[src/rtl/vab_pkg.sv]
package vab_pkg;
    localparam int NCH   = 4;   // components per pixel: 0 red, 1 green, 2 blue, 3 alpha
    localparam int IN_W  = 8;   // incoming component width
    localparam int ACC_W = 16;  // accumulator component width
    localparam int IDX_W = 8;   // sample number width
    localparam int CNT_W = 9;   // sample count width (up to 256)

    typedef logic [NCH-1:0][IN_W-1:0]  px8_t;
    typedef logic [NCH-1:0][ACC_W-1:0] pxacc_t;
endpackage

[src/rtl/vab_acc_mem.sv]
module vab_acc_mem #(
    parameter int AW = 6,
    parameter int DW = 64
) (
    input  logic          clk,
    input  logic [AW-1:0] rd_addr,
    output logic [DW-1:0] rd_data,
    input  logic          wr_en,
    input  logic [AW-1:0] wr_addr,
    input  logic [DW-1:0] wr_data
);
    localparam int DEPTH = 1 << AW;

    logic [DW-1:0] mem_q [DEPTH];
    logic [DW-1:0] rd_q;

    // registered read, old data on a same-cycle write (hazard resolved by caller)
    always_ff @(posedge clk) begin
        rd_q <= mem_q[rd_addr];
        if (wr_en) begin
            mem_q[wr_addr] <= wr_data;
        end
    end

    assign rd_data = rd_q;
endmodule

[src/rtl/vab_lane_add.sv]
module vab_lane_add #(
    parameter int IN_W  = 8,
    parameter int ACC_W = 16
) (
    input  logic             clk,
    input  logic             rst_n,
    input  logic             vld,
    input  logic             first,
    input  logic [IN_W-1:0]  samp,
    input  logic [ACC_W-1:0] operand,
    output logic [ACC_W-1:0] sum
);
    localparam int PAD = ACC_W + 1 - IN_W;

    logic [ACC_W:0] wide;

    always_comb begin
        if (first) begin
            wide = {{PAD{1'b0}}, samp};
        end else begin
            wide = {1'b0, operand} + {{PAD{1'b0}}, samp};
        end
    end

    assign sum = wide[ACC_W-1:0];

    AST_NO_OVERFLOW: assert property (@(posedge clk) disable iff (!rst_n)
        vld |-> !wide[ACC_W]);
endmodule

[src/rtl/vab_scaler.sv]
module vab_scaler
    import vab_pkg::*;
(
    input  pxacc_t           sum,
    input  logic [CNT_W-1:0] cnt,
    input  logic             shift_mode,
    output px8_t             avg,
    output logic             is_pow2
);
    localparam int SH_W = $clog2(CNT_W);

    logic [SH_W-1:0]  sh_amt;
    logic [CNT_W-1:0] safe_cnt;

    always_comb begin
        sh_amt = '0;
        for (int i = 0; i < CNT_W; i++) begin
            if (cnt[i]) sh_amt = SH_W'(i);
        end
        is_pow2  = (cnt != '0) && ((cnt & (cnt - CNT_W'(1))) == '0);
        safe_cnt = (cnt == '0) ? CNT_W'(1) : cnt;
    end

    for (genvar c = 0; c < NCH; c++) begin : g_lane
        logic [ACC_W-1:0] q_div;
        logic [ACC_W-1:0] q_shf;
        always_comb begin
            q_div = sum[c] / ACC_W'(safe_cnt);
            q_shf = sum[c] >> sh_amt;
            avg[c] = shift_mode ? q_shf[IN_W-1:0] : q_div[IN_W-1:0];
        end
    end
endmodule

[src/rtl/vab_accum_alu.sv]
module vab_accum_alu
    import vab_pkg::*;
#(
    parameter int PIX_AW = 6
) (
    input  logic              clk,
    input  logic              rst_n,
    input  logic              in_valid,
    input  logic [PIX_AW-1:0] in_pix,
    input  logic [7:0]        in_r,
    input  logic [7:0]        in_g,
    input  logic [7:0]        in_b,
    input  logic [7:0]        in_a,
    input  logic [7:0]        in_idx,
    input  logic [8:0]        in_cnt,
    input  logic              in_shift_mode,
    output logic              out_valid,
    output logic [PIX_AW-1:0] out_pix,
    output logic [7:0]        out_r,
    output logic [7:0]        out_g,
    output logic [7:0]        out_b,
    output logic [7:0]        out_a,
    output logic              out_err
);
    localparam int WORD_W = NCH * ACC_W;

    typedef struct packed {
        logic              s_vld;
        logic [PIX_AW-1:0] s_pix;
        px8_t              s_samp;
        logic              s_first;
        logic              s_last;
        logic              s_shift;
        logic [CNT_W-1:0]  s_cnt;
        logic              w_vld;
        logic [PIX_AW-1:0] w_pix;
        pxacc_t            w_acc;
        logic              o_vld;
        logic [PIX_AW-1:0] o_pix;
        px8_t              o_rgba;
        logic              o_err;
    } state_t;

    state_t st_d, st_q;

    pxacc_t        rd_word;
    logic [WORD_W-1:0] rd_raw;
    pxacc_t        operand;
    pxacc_t        sum;
    px8_t          avg;
    logic          is_pow2;
    logic          use_fwd;
    logic          final_bad;

    vab_acc_mem #(.AW(PIX_AW), .DW(WORD_W)) u_mem (
        .clk     (clk),
        .rd_addr (in_pix),
        .rd_data (rd_raw),
        .wr_en   (st_q.s_vld),
        .wr_addr (st_q.s_pix),
        .wr_data (sum)
    );

    assign rd_word = rd_raw;

    // forward the sum written on the previous edge when the memory read raced it
    assign use_fwd = st_q.w_vld && (st_q.w_pix == st_q.s_pix);
    assign operand = use_fwd ? st_q.w_acc : rd_word;

    for (genvar c = 0; c < NCH; c++) begin : g_add
        vab_lane_add #(.IN_W(IN_W), .ACC_W(ACC_W)) u_lane (
            .clk     (clk),
            .rst_n   (rst_n),
            .vld     (st_q.s_vld),
            .first   (st_q.s_first),
            .samp    (st_q.s_samp[c]),
            .operand (operand[c]),
            .sum     (sum[c])
        );
    end

    vab_scaler u_scale (
        .sum        (sum),
        .cnt        (st_q.s_cnt),
        .shift_mode (st_q.s_shift),
        .avg        (avg),
        .is_pow2    (is_pow2)
    );

    assign final_bad = st_q.s_shift && !is_pow2;

    always_comb begin
        st_d = st_q;
        // input stage
        st_d.s_vld     = in_valid;
        st_d.s_pix     = in_pix;
        st_d.s_samp    = {in_a, in_b, in_g, in_r};
        st_d.s_first   = (in_idx == '0);
        st_d.s_last    = (in_cnt != '0) && ({1'b0, in_idx} == (in_cnt - CNT_W'(1)));
        st_d.s_shift   = in_shift_mode;
        st_d.s_cnt     = in_cnt;
        // bypass copy of the word being written
        st_d.w_vld     = st_q.s_vld;
        st_d.w_pix     = st_q.s_pix;
        st_d.w_acc     = sum;
        // result stage
        st_d.o_vld     = st_q.s_vld && st_q.s_last && !final_bad;
        st_d.o_err     = st_q.s_vld && st_q.s_last && final_bad;
        st_d.o_pix     = st_q.s_pix;
        st_d.o_rgba    = avg;
    end

    always_ff @(posedge clk) begin
        if (!rst_n) begin
            st_q <= '0;
        end else begin
            st_q <= st_d;
        end
    end

    assign out_valid = st_q.o_vld;
    assign out_err   = st_q.o_err;
    assign out_pix   = st_q.o_pix;
    assign out_r     = st_q.o_rgba[0];
    assign out_g     = st_q.o_rgba[1];
    assign out_b     = st_q.o_rgba[2];
    assign out_a     = st_q.o_rgba[3];

    AST_OUT_NEEDS_INPUT: assert property (@(posedge clk) disable iff (!rst_n)
        (out_valid || out_err) |-> $past(in_valid, 2));
    AST_ERR_EXCLUSIVE: assert property (@(posedge clk) disable iff (!rst_n)
        out_err |-> !out_valid);
    AST_ERR_SHIFT_ONLY: assert property (@(posedge clk) disable iff (!rst_n)
        out_err |-> $past(in_shift_mode, 2));
    AST_ZERO_COUNT_SILENT: assert property (@(posedge clk) disable iff (!rst_n)
        (in_valid && in_cnt == '0) |=> !st_q.s_last);
endmodule

[config.mk]
export PLATFORM = sky130hd
export DESIGN_NAME = vab_accum_alu
export DESIGN_NICKNAME = d
export VERILOG_FILES = /design/src/rtl/vab_pkg.sv /design/src/rtl/vab_acc_mem.sv /design/src/rtl/vab_lane_add.sv /design/src/rtl/vab_scaler.sv /design/src/rtl/vab_accum_alu.sv
export SDC_FILE = /design/constraint.sdc
export NUM_CORES = 2
export LEC_CHECK = 0
export BUFFER_PORTS_ARGS = -buffer_cell sky130_fd_sc_hd__buf_2
export CORE_UTILIZATION = 64
export CTS_CLUSTER_SIZE = 10
export DETAILED_ROUTE_END_ITERATION = 7
export GPL_TIMING_DRIVEN = 0
export PLACE_DENSITY = 0.79
export SETUP_SLACK_MARGIN = 0.5
export SLEW_MARGIN = 5
export SYNTH_ARGS = -nofsm -noshare
export SYNTH_HDL_FRONTEND = slang
export SYNTH_SLANG_ARGS = --single-unit
export TNS_END_PERCENT = 100
[constraint.sdc]
create_clock -name clk -period 52.9 [get_ports clk]
set_clock_uncertainty 0.05 [all_clocks]
set_input_delay 2.645 -clock clk [delete_from_list [all_inputs] [get_ports clk]]
set_output_delay 2.645 -clock clk [all_outputs]
set_load 0.03 [all_outputs]
==> impl_metrics.toml <==
[outcome]
status = "complete, but fails checks"
violations_in_the_final_reports = "DRC, capacitance limit, slew limit"

[clocking]
number_of_post_cts_setup_repair_buffers = 0
post_cts.resized_instances = 0
clk_pin_slew_ns = 0.06
cts_sinks = 4316
clock_path_buffers = 4
clock_tree.htree_level_count = 5
clk-insertion-delay-late_ns = 1.06
numCtsBuffers = 476
ctsRootBufferMaster = "sky130_fd_sc_hd__clkbuf_16"
cts-hold-fix-buffers = 0
clock_tree_from_tritoncts = "yes"

[logic_synthesis]
distinct_cell_type_count_after_synthesis = 115
postSynthCellCount = 10300
ys_async_rst_share = 0
ys_seq_area_frac = 0.680
synth_area_per_cell_um2 = 18.3
synth_most_common_cell = "sky130_fd_sc_hd__edfxtp_1"
synthTopCellsByCount = "sky130_fd_sc_hd__edfxtp_1 (4096), sky130_fd_sc_hd__mux4_2 (1347), sky130_fd_sc_hd__nor2_1 (542), sky130_fd_sc_hd__ha_1 (470), sky130_fd_sc_hd__nand2_1 (429)"
postSynthNetCount = 10800
synth_enable_flop_cells = 4096
synthTopCellsByArea = "sky130_fd_sc_hd__edfxtp_1 (66%), sky130_fd_sc_hd__mux4_2 (16%), sky130_fd_sc_hd__ha_1 (3.1%)"
mappedNetlistArea_um2 = 187000
synth_largest_area_cell = "sky130_fd_sc_hd__edfxtp_1"
synth_top_area_share = 0.656
dominantRegCellSynth = "sky130_fd_sc_hd__edfxtp_1"
ys_warn_count = 0
yosys_register_bits = 4316

[min_path]
hold_depth = 2
hold_path.class = "reg2reg"

[critical_path]
critPathLaunchType = "flip-flop"
end_kind = "flip-flop"
crit_type = "reg2reg"
maximum_net_fanout_on_the_critical_path = 10
crit_path_end = "out_r[0]"
reg2reg_to = "out_r[0]"
worst_path_max_delay_cell = "sky130_fd_sc_hd__xor2_1"
critical_path.max_stage_delay_ns = 1.12
r2r_slack_ns = 6.03
worst_ep_arrival_time_ns = 47.67
crit_start = "out_pix[1]"
worst_r2r_path_depth = 177
crit_required_ns = 53.70
critical-path-top-cell-by-count = "sky130_fd_sc_hd__o21a_1"
crit-reg2reg-launch = "out_pix[1]"

[drt]
detailedRoute.firstPassIterationCount = 8
drtAntennaViolNets = 0
wl_cell_um = 45.4
drc = 4
dr_total_vias = 121000
drt_iter0_drc = 21800
wirelength_mm = 696
route.detailed.vias_per_inst = 7.92

[timing]
fin_tns_setup_ns = 0
report.final.setup_viol = 0
period_share = 0.886
hold_viol = 0
rsz0062_at_grt = "no"
slew_viol_final = 10
finalWorstPathRequiredPeriod_ns = 46.87
max-slew-margin-rel = -0.00217
max_slew.worst_pin.slew_ns = 1.50
maxClockFrequency_mhz = 21.3

[global_route]
first_global_vias = 118000
antenna_found_initial = 90
grt.total_usage = 0.474
grt_start_max_net_pins = 69
grt_overflow = 0
grt_first_pass_wirelength_mm = 949

[floorplan]
core_um2 = 291000
initial_utilization = 0.644
io_pins = 99
placement_rows = 198
floorplan.die.height_um = 543
die_area_um2 = 295000
die_w_um = 543

[finish]
final_net_count = 11700
synth_to_final_area_change_pct = 13.9
drive_gt1_frac = 0.241

[job]
timing.max_cap.violations = 3

[placed_design]
hpwlAfterDp_mm = 415
place.gp.congestion = 0.957
port_buffers = 92
==> state kept, by name (all words and copies together) (netlist names) <==
register and flops:
out_a 8, out_b 8, out_err 1, out_g 8, out_pix 6, out_r 8
out_valid 1, st_d 7, st_q 109, u_mem.mem_q 4096, u_mem.rd_data 64
==> cell families (layout without fill, tap and decap cells) <==
family                     count (synthesis)  count (layout)  synth area share
DFF                                     4316            4316             0.680
AOI/OAI and AO/OA                       1309            1309            0.0470
other                                      0              74                 0
muxes                                   1563            1563             0.174
buffers and inverters                    632            1724            0.0138
adders and majority gates                475             475            0.0318
and+or+nand+nor                         1779            1779            0.0451
xor gates and xnor gates                 180             180           0.00845
==> per-layer routing <==
layer,part of all wire,track usage
met3,0.15,0.174
met4,0.095,0.357
met1,0.29,0.546
met2,0.46,0.729
met5,0.00091,0.000325
==> worst min-delay path by stage <==
stage                    from  slack, ns      end
floorplan           st_q[121]       0.37  out_err
global placement    st_q[121]       0.38  out_err
detailed placement  st_q[121]       0.39  out_err
CTS                 st_q[121]       0.40  out_err
global route        st_q[121]       0.44  out_err
finish              st_q[121]       0.39  out_err
==> area by class of cell <==
type                            count  area (um2)
Clock buffer                      655       12600
Buffer                            495        2130
Multi-Input combinational cell   5306       58400
Antenna cell                       74         185
Fill cell                       15100       77500
Clock inverter                     41         851
Inverter                          137         529
Timing Repair Buffer              396        6630
Tap cell                         3900        4880
Sequential cell                  4316      127000
==> placed cells by master, fill, tap and decap left out, types with 44 or more instances in the layout <==
master	synthesis	final
sky130_fd_sc_hd__and2_1	91	91
sky130_fd_sc_hd__mux4_2	1347	1347
sky130_fd_sc_hd__a21o_1	97	97
sky130_fd_sc_hd__a21oi_1	277	275
sky130_fd_sc_hd__buf_1	118	111
sky130_fd_sc_hd__inv_1	131	101
sky130_fd_sc_hd__diode_2	0	74
sky130_fd_sc_hd__buf_2	23	119
sky130_fd_sc_hd__clkbuf_1	307	447
sky130_fd_sc_hd__nand2_1	429	429
sky130_fd_sc_hd__a211oi_1	67	66
sky130_fd_sc_hd__ha_1	470	470
sky130_fd_sc_hd__nand2b_1	51	51
sky130_fd_sc_hd__buf_4	44	54
sky130_fd_sc_hd__nor2_4	1	87
sky130_fd_sc_hd__o31ai_1	81	81
sky130_fd_sc_hd__buf_16	0	56
sky130_fd_sc_hd__mux2i_1	101	97
sky130_fd_sc_hd__clkbuf_16	0	476
sky130_fd_sc_hd__xor2_1	73	73
sky130_fd_sc_hd__nand3_1	85	84
sky130_fd_sc_hd__o21ai_0	224	218
sky130_fd_sc_hd__nor3_1	282	278
sky130_fd_sc_hd__xnor2_1	106	101
sky130_fd_sc_hd__dfxtp_1	220	220
sky130_fd_sc_hd__nor2_1	542	455
sky130_fd_sc_hd__edfxtp_1	4096	4096
sky130_fd_sc_hd__nor2b_1	44	44
sky130_fd_sc_hd__buf_12	0	209
sky130_fd_sc_hd__o21a_1	254	254
sky130_fd_sc_hd__mux2_2	104	102
==> metrics by stage <==
step / setup WS, ns / cell area [um2] / utilization / std cells / hold slack, ns
detailed placement: 8.05 / 200000 / 0.687 / 14500 / 0.388
floorplan: 16.22 / 187000 / - / 10300 / 0.369
CTS: 7.71 / 213000 / 0.733 / 15200 / 0.396
global route: 4.06 / 213000 / 0.733 / 15300 / 0.435
global placement: 5.79 / 193000 / 0.662 / 14200 / 0.383
finish: 6.03 / 214000 / 0.734 / 15300 / 0.392
==> worst max-delay path, delay by kind of cell, from the launching register on <==
| family | cells | cell delay, ns |
|---|---|---|
| AO/OA/AOI/OAI | 108 | 24.76 |
| AND/OR/NAND/NOR | 33 | 7.14 |
| buffers and inverters | 15 | 6.61 |
| multiplexers | 2 | 0.68 |
| adder cells (fa/ha/maj) | 17 | 5.18 |
| flip-flops | 1 | 0.48 |
| XOR/XNOR | 2 | 1.71 |
Power is not shown: default switching activity piles up to over one toggle a cycle in this logic, so the estimate is an artifact.
